$ cat config.mk
export PLATFORM = sky130hd
export DESIGN_NAME = uart_fifo_ctl
export DESIGN_NICKNAME = d
export VERILOG_FILES = /design/src/rtl/uart_fifo_pkg.sv /design/src/rtl/uart_fifo_lane.sv /design/src/rtl/uart_fifo_regs.sv /design/src/rtl/uart_fifo_ctl.sv
export SDC_FILE = /design/constraint.sdc
export NUM_CORES = 1
export LEC_CHECK = 0
export CORE_MARGIN = 5
export CORE_UTILIZATION = 55
export CTS_BUF_LIST = sky130_fd_sc_hd__clkbuf_16
export DETAILED_ROUTE_END_ITERATION = 12
export DONT_BUFFER_PORTS = 1
export PLACE_DENSITY = 0.78
export SYNTH_ARGS = -nofsm -noshare
export SYNTH_HDL_FRONTEND = slang
export SYNTH_HIERARCHICAL = 1
export SYNTH_SLANG_ARGS = --single-unit
export TNS_END_PERCENT = 50
$ cat constraint.sdc
create_clock -name clk -period 6.2 [get_ports clk]
set_input_delay 1.86 -clock clk [delete_from_list [all_inputs] [get_ports clk]]
set_output_delay 1.86 -clock clk [all_outputs]
set_load 0.01 [all_outputs]
$ cat src/rtl/uart_fifo_pkg.sv
package uart_fifo_pkg;

    typedef enum logic [1:0] {
        LN_EMPTY  = 2'd0,
        LN_ACTIVE = 2'd1,
        LN_FULL   = 2'd2,
        LN_FLUSH  = 2'd3
    } lane_state_e;

    typedef enum logic {
        FLG_RAISED  = 1'b0,
        FLG_CLEARED = 1'b1
    } flag_state_e;

    // Transmit level for each two-bit code, scaled to the queue depth.
    function automatic int unsigned trig_level(input logic [1:0] code,
                                               input int unsigned depth);
        int unsigned lvl;
        case (code)
            2'b00:   lvl = depth / 2;
            2'b01:   lvl = depth / 4;
            2'b10:   lvl = depth / 8;
            default: lvl = 0;
        endcase
        return lvl;
    endfunction

endpackage

$ cat src/rtl/uart_fifo_lane.sv
module uart_fifo_lane
    import uart_fifo_pkg::*;
#(
    parameter int DATA_W = 8,
    parameter int DEPTH  = 16
) (
    input  logic                         clk,
    input  logic                         rst_n,
    input  logic                         flush,
    input  logic                         push,
    input  logic [DATA_W-1:0]            wdata,
    input  logic                         pop,
    output logic [DATA_W-1:0]            rdata,
    output logic [$clog2(DEPTH+1)-1:0]   count
);

    localparam int PTR_W = $clog2(DEPTH);
    localparam int CNT_W = $clog2(DEPTH + 1);
    localparam logic [PTR_W-1:0] PTR_LAST = PTR_W'(DEPTH - 1);
    localparam logic [CNT_W-1:0] CNT_FULL = CNT_W'(DEPTH);

    lane_state_e        state_q, state_n;
    logic [CNT_W-1:0]   cnt_q, cnt_n;
    logic [PTR_W-1:0]   wr_ptr_q, rd_ptr_q;
    logic               acc_push, acc_pop;
    logic [DATA_W-1:0]  mem [DEPTH];

    // Which moves the current state allows.
    always_comb begin
        acc_push = 1'b0;
        acc_pop  = 1'b0;
        unique case (state_q)
            LN_EMPTY, LN_FLUSH: acc_push = push;
            LN_ACTIVE: begin
                acc_push = push;
                acc_pop  = pop;
            end
            LN_FULL:   acc_pop = pop;
            default:   ;
        endcase
        if (flush) begin
            acc_push = 1'b0;
            acc_pop  = 1'b0;
        end
    end

    // Next count and next state.
    always_comb begin
        if (flush)
            cnt_n = '0;
        else if (acc_push && !acc_pop)
            cnt_n = cnt_q + 1'b1;
        else if (acc_pop && !acc_push)
            cnt_n = cnt_q - 1'b1;
        else
            cnt_n = cnt_q;

        if (flush)
            state_n = LN_FLUSH;
        else if (cnt_n == '0)
            state_n = LN_EMPTY;
        else if (cnt_n == CNT_FULL)
            state_n = LN_FULL;
        else
            state_n = LN_ACTIVE;
    end

    // State register.
    always_ff @(posedge clk or negedge rst_n) begin
        if (!rst_n)
            state_q <= LN_EMPTY;
        else
            state_q <= state_n;
    end

    // Count and pointers.
    always_ff @(posedge clk or negedge rst_n) begin
        if (!rst_n) begin
            cnt_q    <= '0;
            wr_ptr_q <= '0;
            rd_ptr_q <= '0;
        end else begin
            cnt_q <= cnt_n;
            if (flush) begin
                wr_ptr_q <= '0;
                rd_ptr_q <= '0;
            end else begin
                if (acc_push)
                    wr_ptr_q <= (wr_ptr_q == PTR_LAST) ? '0 : wr_ptr_q + 1'b1;
                if (acc_pop)
                    rd_ptr_q <= (rd_ptr_q == PTR_LAST) ? '0 : rd_ptr_q + 1'b1;
            end
        end
    end

    // Storage.
    always_ff @(posedge clk) begin
        if (acc_push)
            mem[wr_ptr_q] <= wdata;
    end

    // Outputs.
    always_comb begin
        count = cnt_q;
        unique case (state_q)
            LN_ACTIVE, LN_FULL: rdata = mem[rd_ptr_q];
            default:            rdata = '0;
        endcase
    end

endmodule

$ cat src/rtl/uart_fifo_regs.sv
module uart_fifo_regs
    import uart_fifo_pkg::*;
#(
    parameter int DEPTH = 16
) (
    input  logic                        clk,
    input  logic                        rst_n,
    input  logic                        reg_we,
    input  logic                        reg_addr,
    input  logic [7:0]                  reg_wdata,
    output logic [7:0]                  reg_rdata,
    input  logic [$clog2(DEPTH+1)-1:0]  tx_count,
    output logic [1:0]                  trig,
    output logic                        tx_flush,
    output logic                        rx_flush,
    output logic                        loop_en,
    output logic                        tx_empty_flag
);

    localparam int CNT_W = $clog2(DEPTH + 1);

    logic [1:0]       trig_q;
    logic             txf_q, rxf_q, loop_q;
    logic [CNT_W-1:0] thr;
    logic             above, clr_req, ctl_wr;
    flag_state_e      flg_q, flg_n;

    assign ctl_wr  = reg_we && !reg_addr;
    assign clr_req = reg_we && reg_addr && !reg_wdata[0];
    assign thr     = CNT_W'(trig_level(trig_q, DEPTH));
    assign above   = tx_count > thr;

    // Control register.
    always_ff @(posedge clk or negedge rst_n) begin
        if (!rst_n) begin
            trig_q <= 2'b00;
            txf_q  <= 1'b0;
            rxf_q  <= 1'b0;
            loop_q <= 1'b0;
        end else if (ctl_wr) begin
            trig_q <= reg_wdata[5:4];
            txf_q  <= reg_wdata[2];
            rxf_q  <= reg_wdata[1];
            loop_q <= reg_wdata[0];
        end
    end

    // Flag machine: next state.
    always_comb begin
        flg_n = flg_q;
        unique case (flg_q)
            FLG_RAISED:  if (above && clr_req) flg_n = FLG_CLEARED;
            FLG_CLEARED: if (!above)           flg_n = FLG_RAISED;
            default:     flg_n = FLG_RAISED;
        endcase
    end

    // Flag machine: state register.
    always_ff @(posedge clk or negedge rst_n) begin
        if (!rst_n)
            flg_q <= FLG_RAISED;
        else
            flg_q <= flg_n;
    end

    // Outputs.
    always_comb begin
        trig          = trig_q;
        tx_flush      = txf_q;
        rx_flush      = rxf_q;
        loop_en       = loop_q;
        tx_empty_flag = (flg_q == FLG_RAISED);
        if (reg_addr)
            reg_rdata = {7'b0, tx_empty_flag};
        else
            reg_rdata = {2'b00, trig_q, 1'b0, txf_q, rxf_q, loop_q};
    end

endmodule

$ cat src/rtl/uart_fifo_ctl.sv
module uart_fifo_ctl #(
    parameter int DATA_W = 8,
    parameter int DEPTH  = 16
) (
    input  logic                        clk,
    input  logic                        rst_n,
    input  logic                        reg_we,
    input  logic                        reg_addr,
    input  logic [7:0]                  reg_wdata,
    output logic [7:0]                  reg_rdata,
    input  logic                        tx_push,
    input  logic [DATA_W-1:0]           tx_wdata,
    input  logic                        tx_pop,
    output logic [DATA_W-1:0]           tx_rdata,
    output logic [$clog2(DEPTH+1)-1:0]  tx_count,
    input  logic                        rx_push,
    input  logic [DATA_W-1:0]           rx_wdata,
    input  logic                        rx_pop,
    output logic [DATA_W-1:0]           rx_rdata,
    output logic [$clog2(DEPTH+1)-1:0]  rx_count,
    input  logic                        ser_tx_in,
    output logic                        txd_pin,
    input  logic                        rxd_pin,
    output logic                        ser_rx_out,
    output logic                        tx_empty_flag
);

    logic [1:0] trig;
    logic       tx_flush, rx_flush, loop_en;

    uart_fifo_regs #(.DEPTH(DEPTH)) u_regs (
        .clk           (clk),
        .rst_n         (rst_n),
        .reg_we        (reg_we),
        .reg_addr      (reg_addr),
        .reg_wdata     (reg_wdata),
        .reg_rdata     (reg_rdata),
        .tx_count      (tx_count),
        .trig          (trig),
        .tx_flush      (tx_flush),
        .rx_flush      (rx_flush),
        .loop_en       (loop_en),
        .tx_empty_flag (tx_empty_flag)
    );

    uart_fifo_lane #(.DATA_W(DATA_W), .DEPTH(DEPTH)) u_tx_lane (
        .clk   (clk),
        .rst_n (rst_n),
        .flush (tx_flush),
        .push  (tx_push),
        .wdata (tx_wdata),
        .pop   (tx_pop),
        .rdata (tx_rdata),
        .count (tx_count)
    );

    uart_fifo_lane #(.DATA_W(DATA_W), .DEPTH(DEPTH)) u_rx_lane (
        .clk   (clk),
        .rst_n (rst_n),
        .flush (rx_flush),
        .push  (rx_push),
        .wdata (rx_wdata),
        .pop   (rx_pop),
        .rdata (rx_rdata),
        .count (rx_count)
    );

    // Loopback routing.
    always_comb begin
        if (loop_en) begin
            txd_pin    = 1'b1;
            ser_rx_out = ser_tx_in;
        end else begin
            txd_pin    = ser_tx_in;
            ser_rx_out = rxd_pin;
        end
    end

endmodule

==> results.md <==
- Gates resized, CTS repair: 0
- Fraction of post-synthesis cell area in the top cell type by area: 0.626
- Number of iterations in the first detailed-routing pass: 6
- Yosys warns: 6
- Max-slew headroom: 0.0848
- Latest clock arrival within the worst-skew pair: 530 ps
- Violation count after the first detailed-route iteration: 608
- Critical-path top delay cell: dfrtp_1
- Number of fill cells: ~1.5k
- Max-slew violations: 0
- Root buf cell: clkbuf_16
- RSZ-0062 raised after global routing: no
- Floorplan Core Area: 0.0219 mm^2
- Number of flops mapped to enable cells by yosys: around 260
- Maximum number of pins on one net before global-route repair: 37
- Run status: finished, final reports clean
- Startpoint types: flip-flop
- Proportion of layout cells with a drive suffix above 1: 0.169
- Compound-cell area share of the yosys netlist: 0.0354
- Hold Violations, Final: 0
- Routed wire length per instance: roughly 24 um
- Total leakage power: 4.45 nW
- XOR/XNOR share of the synthesized area: 0.00785
- Total of flip-flops plus latches after synthesis: 292
- Simple-gate portion of the synthesized area: 0.0647
- Max rail drop VDD: 0.000313 V
- Critical path cell sequence: buf_4, mux4_1, mux4_2, and2b_1
- Number of different library cells in the post-synthesis netlist: 52
- I/O pins: 71
- Post-Synthesis Mean Instance Area: 18.4 um^2
- Critical path's largest stage delay: 1020 ps
- Horizontal die dimension: 159 um
- Vias in the first global route: 6,291
- Deepest clock path buffer count: 3
- Post-layout total power: 4.92 mW
- Class of the most critical setup path: reg2out
- Hold_buf cts: 0
- Area grow syn2layout: 9.40%
- Number of vias per cell after detailed routing: 6.34
- Drt total wl: about 23 mm
- Half-perimeter wire length after detailed placement: between 15 and 20 mm
- Total power density per cell area: around 370 mW/mm^2
- Number of clock buffers inserted by TritonCTS: 29
- Net total in the final layout: just over 700
- Sequential area share after synthesis: 0.700
- Dominant combinational cell family by area after synthesis: multiplexers
- Weighted congestion reported at the end of routability-driven placement: 0.849
- Final clock period utilization by the worst path: 0.819
- Worst Max-Slew Pin Slew: between 1000 and 1500 ps
- Most frequently used flop master after synthesis: edfxtp_1
- Worst min-delay path class: reg2reg
- Most repeated cell in the gate-level netlist after synthesis: edfxtp_1
- Die footprint: 0.0254 mm^2
- Antenna cell count: 0
- Crit end category: primary output
- Biggest area contributors in the synthesized netlist: edfxtp_1 (63%), mux4_2 (8.3%), dfrtp_1 (7.3%), mux4_1 (5.8%), ha_1 (1.9%)
- Final critical-path required period: roughly 5100 ps
- Multiplexer fraction of the synthesized cell area: 0.151
- Register-to-register setup slack: roughly 3400 ps
- Final cell area excluding filler cells: 0.0134 mm^2
- Number of placement rows: 54
- # clock sinks: 292
- Clock Skew: ~12 ps
- Mapped Cells: 668
- Final non-filler cell total: 973
- Clock-pin slew reported for the worst setup and hold paths after clock tree synthesis: ~70 ps
- Total number of vias: 6,165
- Share of synthesized flip-flops with an asynchronous set or reset: 0.123
- GRT Overall Usage: 0.181
- Aggregate negative setup slack: 0 ps
- Wire length of the first global-routing pass: 36.4 mm
- Initial antenna violation count: 0
- Required @ worst endpoint: 4340 ps
- Count of port buffers added during placement: 0
- CTS tree: yes
- Top cell type by total area after synthesis: edfxtp_1
- Cell area after synthesis: 0.0123 mm^2
- # Max-Cap Violations: 0
- Worst Path Max Fanout: 21
- Leftover overflow at the end of global routing: 0
- CP Data Arrival Time: 3220 ps
- Effective utilization at floorplan: 0.561
- Peak clock frequency supported by timing: 197 MHz
- Final-report setup violation count: 0
- Post-CTS repair timing setup buffer count: 0
- DRC viols: 0
- Die Y: 159 um
- CTS HTree Levels: 1
- Total cell area at the placement stage: 0.0125 mm^2
- Synth cell count leaders: edfxtp_1 (256), mux4_2 (45), nor2_1 (37)
- Post-Place Cells: 922
- Post-detailed-route count of antenna-violating nets: 0
- Arithmetic-cell share of the synthesized area counting full adders, half adders and majority gates: 0.0194
## flip-flops by register name, indices dropped and copies added (netlist names), 4 cells and up
register            count
u_rx_lane/wr_ptr_q      4
u_rx_lane/count         5
u_rx_lane/rd_ptr_q      4
u_tx_lane/mem         128
u_tx_lane/wr_ptr_q      4
u_tx_lane/count         5
u_tx_lane/rd_ptr_q      4
u_rx_lane/mem         128
## layout make-up
class	instances	area (um^2)	share of cell area
Multi-Input combinational cell	329	3420	0.255
Sequential cell	292	8590	0.640
Clock buffer	29	726	0.0540
Inverter	14	52.6	0.00391
Clock inverter	22	231	0.0172
Tap cell	280	350	0.0261
Timing Repair Buffer	7	52.6	0.00391
## cell usage in the layout (no fill, tap or decap), drive strengths merged, types with 2 or more instances in the layout
cell type,Yosys,routed
a211oi,4,4
a21oi,26,26
a22oi,18,18
a311oi,4,4
and2,14,14
and2b,7,7
buf,21,7
bufinv,0,4
clkbuf,14,29
clkinv,0,9
clkinvlp,0,4
conb,1,3
dfrtp,36,36
edfxtp,256,256
ha,19,19
inv,14,19
mux2,8,8
mux4,72,72
nand2,31,31
nand2b,8,8
nand3,4,4
nand3b,3,3
nand4b,4,4
nor2,39,39
nor2b,17,17
nor3,9,9
o21ai,7,7
o22ai,4,4
or2,2,2
or3,3,3
or4,4,4
xnor2,5,5
xor2,6,6
## final timing paths
kind | from | end | cells after the start
min in group asynchronous | rst_n | u_regs/rx_flush | 0
hold / removal | u_regs/flg_q | u_regs/flg_q | 2
setup reg to reg | u_rx_lane/state_q[0] | u_rx_lane/mem[1][1] | 6
setup / recovery | u_tx_lane/rd_ptr_q[0] | tx_rdata[2] | 4
max in group asynchronous | rst_n | u_rx_lane/rd_ptr_q[0] | 0
hold reg to reg | u_regs/flg_q | u_regs/flg_q | 2
## cells by family after synthesis
group                      Yosys count
DFF                                292
buffers and inverters               49
muxes                               81
xor gates and xnor gates            11
AOI/OAI and AO/OA                   68
adders and majority gates           19
other                                1
and+or+nand+nor                    147
## stage by stage
stage                     worst slack (ps)  hold WS (ps)   util
final                                 1120           563  0.613
after CTS                             1100           561  0.613
after floorplan                       2140           496      -
after global placement                1680           542  0.570
after detailed placement              1680           542  0.570
after global routing                  1020           606  0.613
## per-layer routing
metal	GRT usage	wire length, um	vias to the layer above
met4	0.0481	643	0
met3	0.0339	1370	54
li1	-	-	2668
met5	0	0	-
met1	0.239	9270	3204
met2	0.313	12200	239
## power by group
part	total, mW	switching, mW	internal (mW)	leakage, nW
sequential	2.38	0.164	2.22	2.77
clock	1.72	0.701	1.02	0.467
combinational	0.819	0.404	0.415	1.21
## critical path, delay by kind of cell (launching register included)
kind | cells | cell delay, ps
AND/OR/NAND/NOR | 1 | 220
buffers and inverters | 1 | 340
flip-flops | 1 | 1020
multiplexers | 2 | 1100
(Power assumes the default switching activity.)
